[src/rtl/bist_addr_pkg.sv]
package bist_addr_pkg;

    typedef enum logic [1:0] {
        ST_IDLE = 2'd0,
        ST_RUN  = 2'd1,
        ST_LAST = 2'd2
    } walk_state_t;

    localparam int AXES = 2;
    localparam int AX_X = 0;
    localparam int AX_Y = 1;

endpackage

[src/rtl/bist_width_decode.sv]
module bist_width_decode #(
    parameter int CODE_W = 4,
    parameter int MIN_W  = 2,
    parameter int MAX_W  = 10
) (
    input  logic [CODE_W-1:0] code_i,
    output logic              valid_o,
    output logic [MAX_W-1:0]  mask_o
);

    int code_val;

    always_comb begin
        code_val = int'(code_i);
        valid_o  = (code_val >= MIN_W) && (code_val <= MAX_W);
    end

    // one mask bit per counter position, set when below the coded width
    generate
        for (genvar b = 0; b < MAX_W; b++) begin : g_mask
            assign mask_o[b] = valid_o && (code_val > b);
        end
    endgenerate

endmodule

[src/rtl/bist_axis_counter.sv]
module bist_axis_counter #(
    parameter int MAX_W = 10
) (
    input  logic             clk,
    input  logic             rst_n,
    input  logic             load_i,
    input  logic             load_down_i,
    input  logic [MAX_W-1:0] load_mask_i,
    input  logic             step_i,
    input  logic             down_i,
    input  logic [MAX_W-1:0] mask_i,
    output logic [MAX_W-1:0] cnt_o,
    output logic             term_o
);

    localparam logic [MAX_W-1:0] ONE = {{(MAX_W-1){1'b0}}, 1'b1};

    logic [MAX_W-1:0] cnt_q;
    logic [MAX_W-1:0] cnt_nxt;

    always_comb begin
        term_o = down_i ? (cnt_q == '0) : (cnt_q == mask_i);
        if (term_o) begin
            cnt_nxt = down_i ? mask_i : '0;
        end else if (down_i) begin
            cnt_nxt = (cnt_q - ONE) & mask_i;
        end else begin
            cnt_nxt = (cnt_q + ONE) & mask_i;
        end
    end

    always_ff @(posedge clk) begin
        if (!rst_n) begin
            cnt_q <= '0;
        end else if (load_i) begin
            cnt_q <= load_down_i ? load_mask_i : '0;
        end else if (step_i) begin
            cnt_q <= cnt_nxt;
        end
    end

    assign cnt_o = cnt_q;

endmodule

[src/rtl/bist_walk_fsm.sv]
module bist_walk_fsm
    import bist_addr_pkg::*;
(
    input  logic clk,
    input  logic rst_n,
    input  logic start_i,
    input  logic cfg_ok_i,
    input  logic advance_i,
    input  logic fast_term_i,
    input  logic slow_term_i,
    output logic load_o,
    output logic fast_step_o,
    output logic slow_step_o,
    output logic busy_o,
    output logic step_done_o,
    output logic sweep_done_o
);

    walk_state_t state_q;
    walk_state_t state_d;
    logic        step_take;
    logic        step_q;

    // next-state process
    always_comb begin
        state_d = state_q;
        if (start_i && cfg_ok_i) begin
            state_d = ST_RUN;                                    // T_LOAD
        end else begin
            unique case (state_q)
                ST_IDLE: state_d = ST_IDLE;
                ST_RUN: begin
                    if (advance_i && fast_term_i && slow_term_i) begin
                        state_d = ST_LAST;                       // T_FINISH
                    end else begin
                        state_d = ST_RUN;                        // T_STEP
                    end
                end
                ST_LAST: state_d = ST_IDLE;                      // T_RETIRE
                default: state_d = ST_IDLE;
            endcase
        end
    end

    // state register
    always_ff @(posedge clk) begin
        if (!rst_n) begin
            state_q <= ST_IDLE;
            step_q  <= 1'b0;
        end else begin
            state_q <= state_d;
            step_q  <= step_take;
        end
    end

    // output process
    always_comb begin
        load_o       = start_i && cfg_ok_i;
        step_take    = 1'b0;
        fast_step_o  = 1'b0;
        slow_step_o  = 1'b0;
        busy_o       = 1'b0;
        sweep_done_o = 1'b0;
        unique case (state_q)
            ST_IDLE: ;
            ST_RUN: begin
                busy_o      = 1'b1;
                step_take   = advance_i && !load_o;
                fast_step_o = step_take && !(fast_term_i && slow_term_i);
                slow_step_o = fast_step_o && fast_term_i;
            end
            ST_LAST: sweep_done_o = 1'b1;
            default: ;
        endcase
    end

    assign step_done_o = step_q;

endmodule

[src/rtl/bist_addr_walker.sv]
module bist_addr_walker
    import bist_addr_pkg::*;
#(
    parameter int CODE_W = 4,
    parameter int MIN_W  = 2,
    parameter int MAX_W  = 10
) (
    input  logic              clk,
    input  logic              rst_n,
    input  logic              start_i,
    input  logic              advance_i,
    input  logic              fast_is_y_i,
    input  logic              count_down_i,
    input  logic [CODE_W-1:0] x_width_code_i,
    input  logic [CODE_W-1:0] y_width_code_i,
    output logic [MAX_W-1:0]  x_addr_o,
    output logic [MAX_W-1:0]  y_addr_o,
    output logic              step_o,
    output logic              sweep_done_o,
    output logic              busy_o,
    output logic              cfg_err_o
);

    logic [CODE_W-1:0] ax_code  [AXES];
    logic              ax_valid [AXES];
    logic [MAX_W-1:0]  ax_mask  [AXES];
    logic [MAX_W-1:0]  lat_mask [AXES];
    logic [MAX_W-1:0]  ax_cnt   [AXES];
    logic              ax_term  [AXES];
    logic              ax_step  [AXES];

    logic lat_down;
    logic lat_fast_y;
    logic cfg_ok;
    logic load;
    logic fast_step;
    logic slow_step;
    logic fast_term;
    logic slow_term;

    assign ax_code[AX_X] = x_width_code_i;
    assign ax_code[AX_Y] = y_width_code_i;

    assign cfg_ok    = ax_valid[AX_X] && ax_valid[AX_Y];
    assign cfg_err_o = !cfg_ok;

    assign fast_term = lat_fast_y ? ax_term[AX_Y] : ax_term[AX_X];
    assign slow_term = lat_fast_y ? ax_term[AX_X] : ax_term[AX_Y];

    assign ax_step[AX_X] = lat_fast_y ? slow_step : fast_step;
    assign ax_step[AX_Y] = lat_fast_y ? fast_step : slow_step;

    generate
        for (genvar a = 0; a < AXES; a++) begin : g_axis
            bist_width_decode #(
                .CODE_W (CODE_W),
                .MIN_W  (MIN_W),
                .MAX_W  (MAX_W)
            ) u_dec (
                .code_i  (ax_code[a]),
                .valid_o (ax_valid[a]),
                .mask_o  (ax_mask[a])
            );

            bist_axis_counter #(
                .MAX_W (MAX_W)
            ) u_cnt (
                .clk         (clk),
                .rst_n       (rst_n),
                .load_i      (load),
                .load_down_i (count_down_i),
                .load_mask_i (ax_mask[a]),
                .step_i      (ax_step[a]),
                .down_i      (lat_down),
                .mask_i      (lat_mask[a]),
                .cnt_o       (ax_cnt[a]),
                .term_o      (ax_term[a])
            );
        end
    endgenerate

    // setup captured at start so the sweep ignores later pin changes
    always_ff @(posedge clk) begin
        if (!rst_n) begin
            for (int a = 0; a < AXES; a++) begin
                lat_mask[a] <= '0;
            end
            lat_down   <= 1'b0;
            lat_fast_y <= 1'b0;
        end else if (load) begin
            for (int a = 0; a < AXES; a++) begin
                lat_mask[a] <= ax_mask[a];
            end
            lat_down   <= count_down_i;
            lat_fast_y <= fast_is_y_i;
        end
    end

    bist_walk_fsm u_fsm (
        .clk          (clk),
        .rst_n        (rst_n),
        .start_i      (start_i),
        .cfg_ok_i     (cfg_ok),
        .advance_i    (advance_i),
        .fast_term_i  (fast_term),
        .slow_term_i  (slow_term),
        .load_o       (load),
        .fast_step_o  (fast_step),
        .slow_step_o  (slow_step),
        .busy_o       (busy_o),
        .step_done_o  (step_o),
        .sweep_done_o (sweep_done_o)
    );

    assign x_addr_o = ax_cnt[AX_X] & lat_mask[AX_X];
    assign y_addr_o = ax_cnt[AX_Y] & lat_mask[AX_Y];

endmodule

[config.mk]
export PLATFORM = sky130hd
export DESIGN_NAME = bist_addr_walker
export DESIGN_NICKNAME = d
export VERILOG_FILES = /design/src/rtl/bist_addr_pkg.sv /design/src/rtl/bist_width_decode.sv /design/src/rtl/bist_axis_counter.sv /design/src/rtl/bist_walk_fsm.sv /design/src/rtl/bist_addr_walker.sv
export SDC_FILE = /design/constraint.sdc
export NUM_CORES = 1
export LEC_CHECK = 0
export BUFFER_PORTS_ARGS = -buffer_cell sky130_fd_sc_hd__buf_2
export CORE_MARGIN = 2
export CORE_UTILIZATION = 43
export DETAILED_ROUTE_END_ITERATION = 6
export HOLD_SLACK_MARGIN = 0.02
export SYNTH_ARGS = -nofsm -noshare
export SYNTH_HDL_FRONTEND = slang
export SYNTH_SLANG_ARGS = --single-unit
export TNS_END_PERCENT = 10
[constraint.sdc]
create_clock -name clk -period 3 [get_ports clk]
set_input_delay 0.15 -clock clk [delete_from_list [all_inputs] [get_ports clk]]
set_output_delay 0.15 -clock clk [all_outputs]
set_load 0.01 [all_outputs]
---- Word-level counts from Yosys, hierarchy flattened ----
Memory sizes are Yosys's and may differ from the RTL's.
Index checks and enable logic that the tools add are counted.
storage, ports and cells
  register bits ........................... 25
  bits in writable memories ............... 20
  word-level logic and storage cells ...... 120
  memories kept ........................... 1
cells by class
  add/subtract/negate cells ............... 4
  $lt $le $gt $ge ......................... 24
  eq/ne operators ......................... 4
  muxes and demuxes ....................... 31
  bitwise logic cells ..................... 10
  reduce and logical (&&, ||, !) cells .... 39
memory list
  name      words  width  rd ports  clocked after Yosys merged registers in  write ports  RTL line                text
  lat_mask  2      10     2         0                                        2            bist_addr_walker.sv:27  logic [MAX_W-1:0] lat_mask [AXES];
operators with widths
  operator                 number
  $mux W10                 14
  $and A10 B10 Y10         6
  $gt A4 B3 Y1 const B     8
  $logic_and A1 B1 Y1      30
  $add A10 B1 Y10 const B  2
  $eq A10 B10 Y1           2
  $logic_not A10 Y1        2
  $sub A10 B1 Y10 const B  2
  $gt A4 B1 Y1 const B     4
  $gt A4 B2 Y1 const B     4
  $gt A4 B4 Y1 const B     4
  $mux W1                  16
  $ge A4 B2 Y1 const B     2
  $le A4 B4 Y1 const B     2
  $reduce_bool A2 Y1       2
  $logic_not A1 Y1         3
  $reduce_or A3 Y1         1
  $eq A2 B1 Y1 const B     1
  $eq A2 B2 Y1 const B     1
  $mux W2                  1
  $not A1 Y1               2
  $or A1 B1 Y1             2
  $reduce_and A2 Y1        1

---- Longest topological paths before layout ----
Gate-level depths: netlist (run 1).
  depth after elaboration ................. 12
  gate-level depth with buffers ........... 9
  mapped depth without buffers ............ 8

---- By module ----
A second synthesis (run 1) with hierarchy kept.
second synthesis, totals
  cells, all modules ...................... 436
  area, all modules ....................... 3,769.9 um2
modules (own cells, without submodules)
  module                               instances  cells each  area an instance (um2)
  bist_axis_counter (g_axis[1].u_cnt)  1          151         1,183.6
  bist_axis_counter (g_axis[0].u_cnt)  1          151         1,168.6
  bist_addr_walker                     1          77          1,002.2
  bist_width_decode                    2          20          133.9
  bist_walk_fsm                        1          17          147.6

---- Least setup slack after synthesis (run 1) ----
Ideal clock, no wire load.
  path kind ............................... flip-flop to flip-flop
  start point ............................. register lat_down
  end point ............................... register g_axis[0].u_cnt.cnt_q[9]
  data arrival time ....................... 2,469 ps
  required time ........................... 2,864 ps
  path slack .............................. 395 ps
  stages on the path, launching flop included .. 10
  clock period less this slack ............ 2,605 ps
  cell sequence ........................... dfxtp_1 > buf_4 > or4b_1 > or3_1 > buf_6 > a22oi_2 > o31ai_4 > buf_2 > o21ai_0 > a31oi_1
on the way
  word-level cells in the longest chain between the ends .. 9
  elaborated cells on any way between the ends .. 17
ends and longest elaborated chain
  item                                 RTL line                                        text
  start, declared                      bist_addr_walker.sv:32                          logic lat_down;
  start signal, assigned               bist_addr_walker.sv:94                          lat_down <= count_down_i;
  $mux W1                              bist_axis_counter.sv:22                         term_o = down_i ? (cnt_q == '0) : (cnt_q == mask_i);
  $mux W1, on equally long branches    bist_addr_walker.sv:47, bist_addr_walker.sv:48
  $logic_and A1 B1 Y1                  bist_walk_fsm.sv:69                             fast_step_o = step_take && !(fast_term_i && slow_term_i);
  $logic_not A1 Y1                     bist_walk_fsm.sv:69
  $logic_and A1 B1 Y1                  bist_walk_fsm.sv:69
  $logic_and A1 B1 Y1                  bist_walk_fsm.sv:70                             slow_step_o = fast_step_o && fast_term_i;
  $mux W1                              bist_walk_fsm.sv:64                             unique case (state_q)
  $mux W1                              bist_addr_walker.sv:50                          assign ax_step[AX_X] = lat_fast_y ? slow_step : fast_step;
  $reduce_bool A2 Y1 (no source line)  --
  end signal, assigned                 bist_axis_counter.sv:36                         cnt_q <= load_down_i ? load_mask_i : '0;
  end signal, assigned                 bist_axis_counter.sv:38                         cnt_q <= cnt_nxt;
  end, declared                        bist_axis_counter.sv:18                         logic [MAX_W-1:0] cnt_q;
Parallel ways exist; a longest one is shown, timed or not. The select of a mux whose other input is x is not followed.
A chain may end at the register's enable or synchronous reset.

---- Final worst setup path (run 1) ----
  start point ............................. register g_axis[1].u_cnt.cnt_q[0]
  end point ............................... register g_axis[0].u_cnt.cnt_q[0]
on the way
  word-level cells in the longest chain between the ends .. 10
  elaborated cells on any way between the ends .. 13
ends and longest elaborated chain
  item                                                 RTL line
  start, declared                                      bist_axis_counter.sv:18
  start signal, assigned                               bist_axis_counter.sv:36
  start signal, assigned                               bist_axis_counter.sv:38
  $eq A10 B10 Y1 or $logic_not A10 Y1 (tied branches)  bist_axis_counter.sv:22
  $mux W1 (*)                                          bist_axis_counter.sv:22
  $mux W1, on equally long branches                    bist_addr_walker.sv:47, bist_addr_walker.sv:48
  $logic_and A1 B1 Y1                                  bist_walk_fsm.sv:69
  $logic_not A1 Y1                                     bist_walk_fsm.sv:69
  $logic_and A1 B1 Y1                                  bist_walk_fsm.sv:69
  $logic_and A1 B1 Y1                                  bist_walk_fsm.sv:70
  $mux W1                                              bist_walk_fsm.sv:64
  $mux W1 (*)                                          bist_addr_walker.sv:50
  $reduce_bool A2 Y1 (no source line) (*)              --
Every way passes the cells marked *; elsewhere a longest branch is shown, timed or not.

==> impl_metrics.yaml, run 1 <==
worst_setup_path:
  cp_data_arrival_time_ns: 2.79
  crit_path_end_kind: "flip-flop"
  crit_type: "flip-flop to flip-flop"
  critPathLaunchType: "flip-flop"
  critical_path_required_ns: 3.23
  ff2ff_setup_slack_ns: 0.45
  path_max_fanout: 19
global_routing:
  grt_pass1_wl_um: 14200
  antenna_found_initial: 0
  grt_pass1_vias: 2654
  grt.overflow.total: 0
  track_usage_pct: 21.0
  grt_max_degree: 23
timing:
  grt_setup_unrepaired: "false"
  finalCriticalPeriod_ns: 2.55
  timing.final.ws_setup_ns: 0.448
  hold_viol_final: 0
  finalMaxSlewViolations: 0
  timing.slew.headroom_pct: 43.3
  worst_pin_slew_ns: 0.846
  finalCritPeriodShare_pct: 85.1
  finalSetupViolations: 0
  fin_tns_setup_ns: 0
  fmax_mhz: 392
  finClkSkew_ns: 0.00936
synth:
  synth-edff-count: 20
  postSynthCellCount: 377
  synth_fp_nets: 431
  synth.ff_latch_count: 45
  syn_avg_cell_area_um2: 9.01
  ys_types: 64
  async_flop_share_pct: 0
  syn_area_um2: 3400
  yosys_warnings: 0
  synth_top_family_by_area: "compound AO/OA/AOI/OAI gates"
  synth-xor-area-share_pct: 4.38
  synth_compound_area_share_pct: 23.4
  synth_fa_ha_area_share_pct: 15.2
  muxShareOfSynthArea_pct: 0.442
  yosysSeqAreaShare_pct: 32.4
  synthSimpleGateAreaFrac_pct: 20.2
  synthFlopType: "dfxtp_1"
flow_run:
  max_cap_violations: 0
floorplanning:
  rows: 32
  die_height_um: 92.9
  fp.dieArea_um2: 8630
  die_x_um: 92.9
  initial_core_util_pct: 44.2
  core_area_um2: 7690
  pin_count: 38
cells_and_area:
  drive_above_1_share_pct: 15.3
  stdcell_count: 515
  nets: 466
  final_util_pct: 48.7
  n_antenna_cell: 0
  layout_common_cells: "38 x ha_1, 37 x buf_2, 36 x nand2_1"
  layout_commonest_cell: "ha_1"
  syn_to_final_growth_pct: 10.2
detailed_routing:
  wl_per_cell_um: 17.2
  drcViolationCount: 0
  vias_per_cell: 5.68
  postRouteAntennaNets: 0
  drt-initial-drc-count: 203
  vias: 2925
  routed_wl_um: 8850
  dr.pass1.iters: 4
clock_tree:
  hold_buffers: 0
  cts_made_buffers: 5
  clkLatencyLatePin_ns: 0.30
  clock_path_buffers: 2
  cts.sinks: 45
  cts_root_buffer: "clkbuf_8"
  ctsResizeCount: 0
  cts_setup_buffers: 0
  cts.htree.levels: 2
  cts_tree: "done"
  cts.clk_slew.worst_paths_ns: 0.10
power:
  peakVddDrop_mv: 0.207
  leakagePower_uw: 0.00164
  power_density_nw_per_um2: 399
placed_design:
  place_hpwl_um: 6920
  preCtsSetupSlack_ns: 0.497
  numPlacedInstances: 507
  portBuffers: 37
  place.gp.congestion: 0.810
min_path:
  hp-class: "input pin to flip-flop"
status:
  outcome: "completed"
## cells in the mapped netlist, types with 2 or more instances
library cell	count	area share, %
a211o_1	2	0.52
a211oi_1	5	1.1
a21o_1	4	0.88
a21oi_1	23	3.4
a21oi_2	2	0.52
a31oi_1	14	2.6
and2_1	3	0.55
and3_1	4	0.74
buf_2	2	0.29
clkbuf_1	7	0.77
dfxtp_1	25	15
edfxtp_1	20	18
fa_1	2	1.2
ha_1	38	14
inv_1	16	1.8
nand2_1	36	4.0
nand2b_1	5	0.92
nand3_1	12	1.8
nand4_1	3	0.55
nand4b_1	2	0.52
nor2_1	26	2.9
nor2b_1	7	1.3
nor3_1	11	1.6
nor4_1	3	0.55
nor4b_1	3	0.77
o211ai_1	16	3.5
o21a_1	4	0.88
o21ai_0	21	3.1
o21ai_1	2	0.29
o21ai_2	3	0.77
or3_1	6	1.1
or4_1	2	0.44
or4b_1	2	0.59
xnor2_1	10	2.6
xor2_1	7	1.8
## per-layer routing
metal | up-vias | global-route usage (%) | part of all wire [%] | wire (µm)
met5 | - | 0 | 0 | 0
met3 | 4 | 3.34 | 6.0 | 535
li1 | 1488 | - | - | -
met1 | 1347 | 34.1 | 51 | 4540
met2 | 86 | 29.2 | 42 | 3730
met4 | 0 | 3.55 | 0.56 | 50
## sequential cells by signal, indices dropped and copies added (netlist names)
register,cells
g_axis.u_cnt.cnt_o,20
lat_mask,20
u_fsm.state_q,2
lat_down,1
lat_fast_y,1
u_fsm.step_done_o,1
## stage by stage
stage | total power (µW) | hold slack [ns] | area [µm²]
finish | 1490 | 0.101 | 3740
global route | 1580 | 0.117 | 3740
CTS | 1500 | 0.0907 | 3740
detailed placement | 1120 | 0.413 | 3660
global placement | 1110 | 0.407 | 3660
floorplan | 1000 | 0.286 | 3400
## worst max-delay path, stage by stage (launching register included)
cell and delay [ns]:
dfxtp_1 0.41, inv_1 0.10, ha_1 0.28, nor4b_1 0.31, and3_1 0.33, nor3_1 0.12
o31ai_4 0.56, o211ai_1 0.18, a21oi_1 0.19
## worst paths after layout
path / cells after the start / from / endpoint
min: 3 / fast_is_y_i / lat_fast_y
max: 8 / g_axis[1].u_cnt.cnt_o[0] / g_axis[0].u_cnt.cnt_o[0]
max reg2reg: 8 / g_axis[1].u_cnt.cnt_o[0] / g_axis[0].u_cnt.cnt_o[0]
min reg2reg: 2 / lat_fast_y / lat_fast_y
## power by group
group	internal, µW	leakage, µW	switching, µW	total [µW]
sequential	690	0.000402	49.7	740
clock	165	0.0000374	221	386
combinational	144	0.00120	224	368
## cell type report
cell class	count	area, µm²
Sequential cell	45	1100
Fill cell	778	3940
Multi-Input combinational cell	304	2160
Timing Repair Buffer	40	208
Clock buffer	6	72.6
Tap cell	102	128
Clock inverter	2	15.0
Inverter	16	60.1
## cells by family (layout without fill, tap and decap cells)
family                     Yosys count  in the layout
and+or+nand+nor                    133            133
AOI/OAI and AO/OA                  113            113
DFF                                 45             45
adders and majority gates           40             40
buffers and inverters               28             64
xor gates and xnor gates            17             17
muxes                                1              1
Power figures use the tool's default switching activity.
==> run 2, diff against run 1 <==
MAX_ROUTING_LAYER = met4   (was unset)
SLEW_MARGIN = 20   (was unset)
==> run 2 against run 1 <==
  * Clock skew decreased by 0.0014 ns
  * Sequential share of layout area decreased by 0.38 points
  * Via count shrank 0.17%
  * Setup slack got worse by 0.034 ns
  * Sequential power is essentially flat
  * Critical endpoint unchanged
  * Largest cell class unchanged
  * Highest routed layer unchanged
==> impl_metrics.yaml, run 2 (synthesis results as in run 1) <==
clock_tree:
  cts_root_buffer: "clkbuf_8"
  ctsResizeCount: 0
  clock_path_buffers: 2
  cts.sinks: 45
  hold_buffers: 0
  cts_setup_buffers: 0
  cts.clk_slew.worst_paths_ns: 0.10
  cts.htree.levels: 2
  clkLatencyLatePin_ns: 0.31
  cts_made_buffers: 5
  cts_tree: "done"
detailed_routing:
  dr.pass1.iters: 4
  drcViolationCount: 0
  routed_wl_um: 8540
  drt-initial-drc-count: 252
  vias_per_cell: 5.66
  postRouteAntennaNets: 0
  wl_per_cell_um: 16.5
  vias: 2920
worst_setup_path:
  crit_chain: "inv_1 -> ha_1 -> nor4b_1 -> and3_1 -> nor3_1 -> o31ai_4 -> o211ai_1 -> a21oi_1"
  reg2reg_depth: 8
  cp_data_arrival_time_ns: 2.83
  worst_path_largest_cell_delay_ns: 0.57
  crit_start: "g_axis[1].u_cnt.cnt_o[0]"
  crit_type: "flip-flop to flip-flop"
  r2r-end: "g_axis[0].u_cnt.cnt_o[0]"
  path_buf_inv: 1
  critical_path_required_ns: 3.24
  critPathTopFamily: "compound AO/OA/AOI/OAI gates"
  path_max_fanout: 19
  cp_slowest_cell: "o31ai_4"
  crit_cells: 8
  crit_path_end_kind: "flip-flop"
  critPathLaunchType: "flip-flop"
  r2r-start: "g_axis[1].u_cnt.cnt_o[0]"
  endpoint: "g_axis[0].u_cnt.cnt_o[0]"
  ff2ff_setup_slack_ns: 0.41
timing:
  fin_tns_setup_ns: 0
  fin_hold_ws_ns: 0.0910
  timing.final.ws_setup_ns: 0.413
  timing.slew.headroom_pct: 41.5
  finalSetupViolations: 0
  fmax_mhz: 387
  finalMaxSlewViolations: 0
  grt_setup_unrepaired: "false"
  hold_viol_final: 0
  finalCriticalPeriod_ns: 2.59
  worst_pin_slew_ns: 0.873
  finalCritPeriodShare_pct: 86.2
  finClkSkew_ns: 0.00796
min_path:
  hold_depth: 3
  hp-class: "input pin to flip-flop"
  hp-start: "fast_is_y_i"
placed_design:
  numPlacedInstances: 508
  portBuffers: 37
  place_hpwl_um: 6690
  preCtsSetupSlack_ns: 0.442
  place.gp.congestion: 0.856
power:
  peakVddDrop_mv: 0.352
  power_density_nw_per_um2: 422
  leakagePower_uw: 0.00167
  p_total_uw: 1600
status:
  outcome: "completed"
global_routing:
  grt.overflow.total: 0
  track_usage_pct: 20.9
  grt_max_degree: 22
  grt_pass1_vias: 2693
  antenna_found_initial: 0
  grt_pass1_wl_um: 13900
floorplanning:
  die_height_um: 92.9
  fp.dieArea_um2: 8630
  rows: 32
  initial_core_util_pct: 44.2
  pin_count: 38
  die_x_um: 92.9
  core_area_um2: 7690
cells_and_area:
  n_antenna_cell: 0
  layout_common_cells: "38 x ha_1, 37 x buf_2, 36 x nand2_1"
  drive_above_1_share_pct: 15.7
  syn_to_final_growth_pct: 11.7
  layout_commonest_cell: "ha_1"
  nets: 467
  stdcell_count: 516
flow_run:
  max_cap_violations: 0
==> run 2: per-layer routing <==
metal | GRT usage [%] | up-vias | share of wire, %
met3 | 2.52 | 2 | 5.3
met4 | 4.41 | 0 | 0.26
met1 | 33.7 | 1353 | 53
met2 | 27.5 | 80 | 42
li1 | - | 1485 | -
met5 | - | - | 0
==> run 2: layout make-up <==
cell class	instances	area [µm²]
clock buffers	5	68.8
flip-flops and latches	45	1100
fillers	772	3890
repair buffers	41	228
multi-input cells	304	2160
clock inverters	3	47.5
inverters	16	60.1
well taps	102	128
==> run 2: worst min-delay path by stage <==
stage	endpoint	slack [ns]
global route	lat_fast_y	0.11
floorplan	lat_fast_y	0.29
detailed placement	lat_fast_y	0.41
global placement	lat_fast_y	0.41
CTS	lat_fast_y	0.08
finish	lat_fast_y	0.09
==> run 2: report_power, final <==
| group | switching, µW | internal, µW | total (µW) |
|---|---|---|---|
| combinational | 222 | 147 | 369 |
| clock | 239 | 255 | 494 |
| sequential | 48.3 | 690 | 738 |
| total | 509 | 1090 | 1600 |
==> run 2: stage by stage <==
step | area [µm²] | util, %
4_1_cts | 3790 | 49.3
6_report | 3790 | 49.3
3_3_place_gp | 3680 | 47.8
3_5_place_dp | 3680 | 47.8
2_1_floorplan | 3400 | -
5_1_grt | 3790 | 49.3
==> run 2: worst min-delay path, cell delays in order <==
cell and delay, ns:
buf_2 0.10, nand2_1 0.05, a21oi_1 0.05
